$ cat src/rtl/xs_pkg.sv
package xs_pkg;
  typedef enum logic [1:0] {
    SEL_COUNT  = 2'd0,
    SEL_STATUS = 2'd1,
    SEL_ENABLE = 2'd2,
    SEL_NONE   = 2'd3
  } reg_sel_e;
endpackage

$ cat src/rtl/xs_frame_counter.sv
module xs_frame_counter #(
  parameter int CNT_W = 16
) (
  input  logic             clk,
  input  logic             rst_n,
  input  logic             frame_done,
  input  logic             frame_clr,
  output logic [CNT_W-1:0] cnt_q
);
  // next count: a clearing frame restarts from zero, then counts itself
  function automatic logic [CNT_W-1:0] cnt_next(input logic [CNT_W-1:0] cur,
                                                 input logic clr);
    logic [CNT_W-1:0] base;
    base = clr ? '0 : cur;
    return base + 1'b1;
  endfunction

  logic advance_evt;
  assign advance_evt = frame_done;

  always_ff @(posedge clk or negedge rst_n) begin
    if (!rst_n) cnt_q <= '0;
    else if (advance_evt) cnt_q <= cnt_next(cnt_q, frame_clr);
  end


  cnt_step_chk: assert property (@(posedge clk) disable iff (!rst_n)
    (frame_done && !frame_clr) |=> (cnt_q == CNT_W'($past(cnt_q) + 1'b1)));

  cnt_clr_chk: assert property (@(posedge clk) disable iff (!rst_n)
    (frame_done && frame_clr) |=> (cnt_q == CNT_W'(1)));

  cnt_hold_chk: assert property (@(posedge clk) disable iff (!rst_n)
    !frame_done |=> $stable(cnt_q));
endmodule

$ cat src/rtl/xs_status_flags.sv
module xs_status_flags (
  input  logic clk,
  input  logic rst_n,
  input  logic frame_done,
  input  logic frame_eoq,
  input  logic clr_tc,
  input  logic clr_eoq,
  output logic tc_q,
  output logic eoq_q
);
  logic set_tc, set_eoq;
  assign set_tc  = frame_done;
  assign set_eoq = frame_done && frame_eoq;

  always_ff @(posedge clk or negedge rst_n) begin
    if (!rst_n) begin
      tc_q  <= 1'b0;
      eoq_q <= 1'b0;
    end else begin
      if (set_tc) tc_q <= 1'b1;
      else if (clr_tc) tc_q <= 1'b0;
      if (set_eoq) eoq_q <= 1'b1;
      else if (clr_eoq) eoq_q <= 1'b0;
    end
  end


  tc_set_wins_chk: assert property (@(posedge clk) disable iff (!rst_n)
    frame_done |=> tc_q);

  eoq_set_wins_chk: assert property (@(posedge clk) disable iff (!rst_n)
    (frame_done && frame_eoq) |=> eoq_q);

  tc_w1c_chk: assert property (@(posedge clk) disable iff (!rst_n)
    (clr_tc && !frame_done) |=> !tc_q);

  eoq_only_chk: assert property (@(posedge clk) disable iff (!rst_n)
    (!eoq_q && !(frame_done && frame_eoq)) |=> !eoq_q);
endmodule

$ cat src/rtl/xs_reg_port.sv
module xs_reg_port #(
  parameter int DATA_W = 32,
  parameter int CNT_W  = 16
) (
  input  logic              clk,
  input  logic              rst_n,
  input  logic [1:0]        reg_addr,
  input  logic              reg_wr,
  input  logic [DATA_W-1:0] reg_wdata,
  input  logic [CNT_W-1:0]  cnt_q,
  input  logic              tc_q,
  input  logic              eoq_q,
  output logic              clr_tc,
  output logic              clr_eoq,
  output logic              en_tc_q,
  output logic              en_eoq_q,
  output logic [DATA_W-1:0] reg_rdata
);
  import xs_pkg::*;
  localparam int TC_BIT  = DATA_W - 1;
  localparam int EOQ_BIT = DATA_W - 4;
  localparam int CNT_LSB = DATA_W - CNT_W;

  reg_sel_e sel;
  logic wr_status, wr_enable;
  assign sel       = reg_sel_e'(reg_addr);
  assign wr_status = reg_wr && (sel == SEL_STATUS);
  assign wr_enable = reg_wr && (sel == SEL_ENABLE);
  assign clr_tc    = wr_status && reg_wdata[TC_BIT];
  assign clr_eoq   = wr_status && reg_wdata[EOQ_BIT];

  always_ff @(posedge clk or negedge rst_n) begin
    if (!rst_n) begin
      en_tc_q  <= 1'b0;
      en_eoq_q <= 1'b0;
    end else if (wr_enable) begin
      en_tc_q  <= reg_wdata[TC_BIT];
      en_eoq_q <= reg_wdata[EOQ_BIT];
    end
  end

  function automatic logic [DATA_W-1:0] flag_word(input logic a, input logic b);
    logic [DATA_W-1:0] w;
    w = '0;
    w[TC_BIT]  = a;
    w[EOQ_BIT] = b;
    return w;
  endfunction

  always_comb begin
    reg_rdata = '0;
    case (sel)
      SEL_COUNT:  reg_rdata[DATA_W-1:CNT_LSB] = cnt_q;
      SEL_STATUS: reg_rdata = flag_word(tc_q, eoq_q);
      SEL_ENABLE: reg_rdata = flag_word(en_tc_q, en_eoq_q);
      default:    reg_rdata = '0;
    endcase
  end
endmodule

$ cat src/rtl/xfer_stat_regs.sv
module xfer_stat_regs #(
  parameter int DATA_W = 32,
  parameter int CNT_W  = 16
) (
  input  logic              clk,
  input  logic              rst_n,
  input  logic              frame_done,
  input  logic              frame_eoq,
  input  logic              frame_clr,
  input  logic [1:0]        reg_addr,
  input  logic              reg_wr,
  input  logic [DATA_W-1:0] reg_wdata,
  output logic [DATA_W-1:0] reg_rdata,
  output logic              irq
);
  logic [CNT_W-1:0] cnt_q;
  logic tc_q, eoq_q, clr_tc, clr_eoq, en_tc_q, en_eoq_q;

  xs_frame_counter #(.CNT_W(CNT_W)) u_cnt (
    .clk(clk), .rst_n(rst_n), .frame_done(frame_done),
    .frame_clr(frame_clr), .cnt_q(cnt_q));

  xs_status_flags u_flags (
    .clk(clk), .rst_n(rst_n), .frame_done(frame_done), .frame_eoq(frame_eoq),
    .clr_tc(clr_tc), .clr_eoq(clr_eoq), .tc_q(tc_q), .eoq_q(eoq_q));

  xs_reg_port #(.DATA_W(DATA_W), .CNT_W(CNT_W)) u_port (
    .clk(clk), .rst_n(rst_n), .reg_addr(reg_addr), .reg_wr(reg_wr),
    .reg_wdata(reg_wdata), .cnt_q(cnt_q), .tc_q(tc_q), .eoq_q(eoq_q),
    .clr_tc(clr_tc), .clr_eoq(clr_eoq), .en_tc_q(en_tc_q),
    .en_eoq_q(en_eoq_q), .reg_rdata(reg_rdata));

  assign irq = (tc_q && en_tc_q) || (eoq_q && en_eoq_q);


  irq_rise_chk: assert property (@(posedge clk) disable iff (!rst_n)
    $rose(irq) |-> ($past(frame_done) || $past(reg_wr && reg_addr == 2'd2)));
endmodule

$ cat config.mk
export PLATFORM = sky130hd
export DESIGN_NAME = xfer_stat_regs
export DESIGN_NICKNAME = d
export VERILOG_FILES = /design/src/rtl/xs_pkg.sv /design/src/rtl/xs_frame_counter.sv /design/src/rtl/xs_status_flags.sv /design/src/rtl/xs_reg_port.sv /design/src/rtl/xfer_stat_regs.sv
export SDC_FILE = /design/constraint.sdc
export NUM_CORES = 1
export LEC_CHECK = 0
export BUFFER_PORTS_ARGS = -buffer_cell sky130_fd_sc_hd__buf_4
export CAP_MARGIN = 20
export CORE_AREA = 4 4 60 62
export DETAILED_ROUTE_END_ITERATION = 7
export DIE_AREA = 0 0 64 66
export PLACE_DENSITY = 0.78
export SYNTH_ARGS = -nofsm -noshare
export SYNTH_HDL_FRONTEND = slang
export SYNTH_SLANG_ARGS = --single-unit
$ cat constraint.sdc
create_clock -name clk -period 3.2 [get_ports clk]
set_input_delay 0.32 -clock clk [delete_from_list [all_inputs] [get_ports clk]]
set_output_delay 0.32 -clock clk [all_outputs]
set_load 0.01 [all_outputs]
Word-level counts from Yosys, hierarchy flattened
Cells that the tools add are included.

Add/sub/neg operators: 1. Equality and inequality tests: 2. Multiplexer cells: 6. Reduce and logical (&&, ||, !) cells: 11.

Operators with widths (count): $pmux W16 S3 (1); $add A16 B1 Y16 const B (1); $mux W16 (1); $logic_and A1 B1 Y1 (7); $mux W1 (4); $reduce_bool A2 Y1 (2); $eq A2 B1 Y1 const B (1); $eq A2 B2 Y1 const B (1); $logic_not A2 Y1 (1); $logic_or A1 B1 Y1 (1).

Register bits: 20. Bits of input ports: 40. Output and inout port bits: 33. Word-level logic and storage cells: 25.

Longest topological paths before layout
Depth after elaboration: 5. Mapped depth: 8. Depth with buffers taken out: 6.

Cells and area by module
Synthesis repeated with hierarchy kept, for this count alone.

Cells, all modules: 140. Area, all modules: 1330.0 µm².

By module, submodules not included: xs_frame_counter (times used 1, cells an instance 86, area each 852.1 µm², sequential area each 400.4 µm²); xs_reg_port (times used 1, cells an instance 46, area each 391.6 µm², sequential area each 50.0 µm²); xs_status_flags (times used 1, cells an instance 7, area each 77.6 µm², sequential area each 50.0 µm²); xfer_stat_regs (times used 1, cells an instance 1, area each 8.8 µm², sequential area each 0.0 µm²).

Least setup slack after synthesis
OpenSTA, ideal clock, no wires.

Path kind: in2reg. From: in frame_clr. To: reg u_cnt.cnt_q[14]. Setup time: 0.124 ns. Arrival time: 1.439 ns. Required time: 3.076 ns. Path slack: 1.638 ns. Stages: 8. Buffers on the path: 2. Cell sequence: buf_2 -> nor2b_1 -> ha_1 -> and2_1 -> buf_2 -> and3_1 -> nand4_1 -> xor2_1.

Word-level cells in the longest chain between the ends: 2.

Ends and longest elaborated chain: from (decl) (RTL line xfer_stat_regs.sv:9) `input logic frame_clr,`; $mux W16 (RTL line xs_frame_counter.sv:14) `base = clr ? '0 : cur;`; $add A16 B1 Y16 (RTL line xs_frame_counter.sv:15) `return base + 1'b1;`; to (signal assigned) (RTL line xs_frame_counter.sv:23) `else if (advance_evt) cnt_q <= cnt_next(cnt_q, frame_clr);`; to (decl) (RTL line xs_frame_counter.sv:8) `output logic [CNT_W-1:0] cnt_q`.

No other way between the ends. A chain may end at the register's enable or synchronous reset.

Worst setup path in the final report
From: reg u_cnt.cnt_q[0]. To: reg u_cnt.cnt_q[14].

Word-level cells in the longest chain between the ends: 2.

Ends and longest elaborated chain (RTL line): $mux W16 (xs_frame_counter.sv:14); $add A16 B1 Y16 (xs_frame_counter.sv:15).

No other way between the ends.

==> summary.md <==
| Metric | Value |
|---|---|
| Maxcap violations | 0 |
| ANT nets after route | 0 |
| Grt ovf | 0 |
| Initial antenna violation count | 0 |
| Ports | 73 |
| CP Data Arrival Time | 1.90 ns |
| Final std cells w/o fill | 212 |
| Synth unique cells | 38 |
| Post-CTS setup buffer count | 0 |
| PwrDens | 347 mW/mm^2 |
| Layout Nets | 211 |
| Max VDD drop | 0.000130 V |
| Global-route wire length before repair | 4.80 mm |
| Share of layout cells above drive strength 1 | 20.8% |
| Residual DRC | 0 |
| Hold Startpoint | frame_eoq |
| Crit share post-route | a little over half |
| Dpl hpwl | approximately 2.2 mm |
| Starting Density | 43.6% |
| Die ar. | 0.00422 mm^2 |
| Pre-CTS WS | 1.42 ns |
| Depth of the worst hold-timing path | 2 |
| Slowest CP cell | dfrtp_1 |
| Num CTS Buffers | 3 |
| Worst-Skew Late Latency | 0.30 ns |
| Die width | 64 um |
| Reg clk slew, reported paths | 0.11 ns |
| CP delay by family, top | simple AND/OR/NAND/NOR gates |
| Via density | 5.18 |
| CP Launch Type | register |
| Register area share after synthesis | 37.9% |
| Chip Height | 66 um |
| Final Max Tran Viols | 0 |
| Worst min-delay path class | in2reg |
| Most common cell after layout, fill and taps aside | buf_4 |
| Pin count of the biggest net entering global routing | 21 |
| Setup TNS | 0 ns |
| Crit-path cells | nor2b_1, ha_1, and2_1, and3_1, nand4_1, xor2_1 |
| Clock buffer depth | 2 |
| Clk sink count | 20 |
| Cells on worst reg2reg path | 6 |
| Required time worst endpoint | 3.39 ns |
| CTS tree | built |
| Final setup vio count | 0 |
| DR WL/cell | 14.1 um |
| Antenna Cells | 0 |
| Number of buffers and inverters on the critical path | 0 |
| CTS root buf | clkbuf_4 |
| DRT Pass-1 Iters | 4 |
| R2r setup slk | 1.49 ns |
| Cells after Synth | 146 |
| Post-synthesis register bit count | 20 |
| Port bufs | 26 |
| 1st-iter DRT viols | 29 |
| Slew @ Worst Pin | 0.709 ns |
| Crit path kind | reg2reg |
| Vias in the first global route | 1,030 |
| Synth Warn # | 0 |
| Leakage power | 0.712 nW |
| Hold worst-path end | u_flags.eoq_q |
| Post-Syn Area | 0.00132 mm^2 |
| Status | finished clean |
| Mapped Avg Cell Area | 9.05 um^2 |
| Routability Congestion | 0.817 |
| Crit. End Element | register |
| Core Box Area | 0.00303 mm^2 |
| Rel. slew slack | 52.5% |
| Placed Instances | 208 |
| Final setup margin | 1.49 ns |
| H-tree levels | 1 |
| Crit Reg-Reg Endpoint | u_cnt.cnt_q[14] |
| Fmax | 0.584 GHz |
| Via count | roughly 1.1k |
| Tmin final | 1.71 ns |
| Area growth, synth to finish | 13.7% |
| Tot GR Track Use | 14.6% |
| CP Max Fanout | 8 |
| Launching point of the worst reg2reg path | u_cnt.cnt_q[0] |
| RSZ-0062 raised after global routing | no |
| Commonest cells after routing, fill and taps aside | buf_4, nand2_1, dfrtp_1 |
| CP max stage delay | 0.43 ns |
| Final WL | 2.99 mm |
| Row cnt | 20 |
| Hold Violations, Final | 0 |
| Clk_skew | approximately 0.0087 ns |
-- layout make-up --
| type | count | area [um^2] |
|---|---|---|
| clock buffer | 3 | 22.5 |
| inverter | 2 | 7.51 |
| fill | 275 | 1530 |
| timing repair buffer | 27 | 205 |
| tap | 44 | 55.1 |
| sequential | 20 | 500 |
| multi-input combinational | 116 | 712 |
-- metal layers --
metal / wire (um) / GRT usage, % / share of wire [%]
met1: 1190 / 17.4 / 40
met2: 1530 / 24.9 / 51
met3: 188 / 1.53 / 6.3
met4: 76 / 9.16 / 2.5
met5: 0 / 0 / 0
-- kinds of logic (layout without fill, tap and decap cells) --
kind of cell	Yosys count	count (layout)	synth area share [%]
other	1	16	0.284
buffers and inverters	25	32	12.5
AOI/OAI and AO/OA	24	24	12.8
DFF	20	20	37.9
adders and majority gates	1	1	0.947
muxes	6	6	4.83
and+or+nand+nor	64	64	27.5
xor gates and xnor gates	5	5	3.31
-- report_power, final --
group / internal [W] / switching [W]
clock network: 0.0000438 / 0.0000745
logic: 0.0000492 / 0.0000597
registers: 0.000272 / 0.0000225
total: 0.000365 / 0.000157
-- stage by stage --
stage                     hold slack, ns  util [%]  power [W]  area (um^2)
after global routing               0.239      49.6   0.000555         1500
final                              0.247      49.6   0.000521         1500
after global placement             0.213      48.6   0.000398         1470
after floorplan                   0.0244         -   0.000374         1380
after CTS                          0.238      49.6   0.000524         1500
after detailed placement           0.221      48.6   0.000406         1470
-- cell usage after synthesis --
master,n,area (um^2)
dfrtp_1,20,500
nand2_1,20,75.1
buf_4,18,135
and2_1,14,87.6
nand4_1,7,43.8
o21ai_0,6,30.0
a21oi_1,5,25.0
nor2b_1,5,31.3
xor2_1,5,43.8
nor2_1,4,15.0
and3_1,3,18.8
buf_2,3,15.0
mux2i_1,3,30.0
nand3_1,3,15.0
a22o_1,2,17.5
and4_1,2,17.5
clkbuf_1,2,7.51
inv_1,2,7.51
mux2_2,2,22.5
o31ai_1,2,15.0
a21o_1,1,7.51
a221o_1,1,10.0
a311o_1,1,10.0
a31oi_1,1,6.26
a41oi_1,1,8.76
and3_2,1,7.51
conb_1,1,3.75
ha_1,1,12.5
mux2_1,1,11.3
nand3b_4,1,20.0
nor2_4,1,11.3
nor3_1,1,5.00
nor4_1,1,6.26
nor4b_1,1,8.76
o211ai_2,1,12.5
o22a_1,1,8.76
o2bb2ai_1,1,8.76
o41ai_1,1,8.76
-- worst max-delay path by stage --
stage	startpoint	cells after the start	slack (ns)	endpoint
after global placement	frame_clr	7	1.48	u_cnt.cnt_q[14]
final	u_cnt.cnt_q[0]	6	1.49	u_cnt.cnt_q[14]
after global routing	u_cnt.cnt_q[0]	6	1.35	u_cnt.cnt_q[14]
after CTS	u_cnt.cnt_q[0]	6	1.47	u_cnt.cnt_q[14]
after detailed placement	frame_clr	7	1.42	u_cnt.cnt_q[14]
after floorplan	frame_clr	8	1.64	u_cnt.cnt_q[14]
-- worst register-to-register path: stages (launching register included) --
cell     delay (ns)
dfrtp_1        0.43
nor2b_1        0.16
ha_1           0.21
and2_1         0.31
and3_1         0.21
nand4_1        0.12
xor2_1         0.17
-- what timing repair did --
action	CTS	global route
resized for setup	0	0
endpoints found under the hold margin	20	0
hold buffers	1	0
-- state kept, by name, indices dropped and copies added (netlist names) --
| register | flops |
|---|---|
| u_cnt.cnt_q | 16 |
| u_flags.eoq_q | 1 |
| u_flags.tc_q | 1 |
| u_port.en_eoq_q | 1 |
| u_port.en_tc_q | 1 |
No activity file was read; power rests on OpenSTA's default activity.
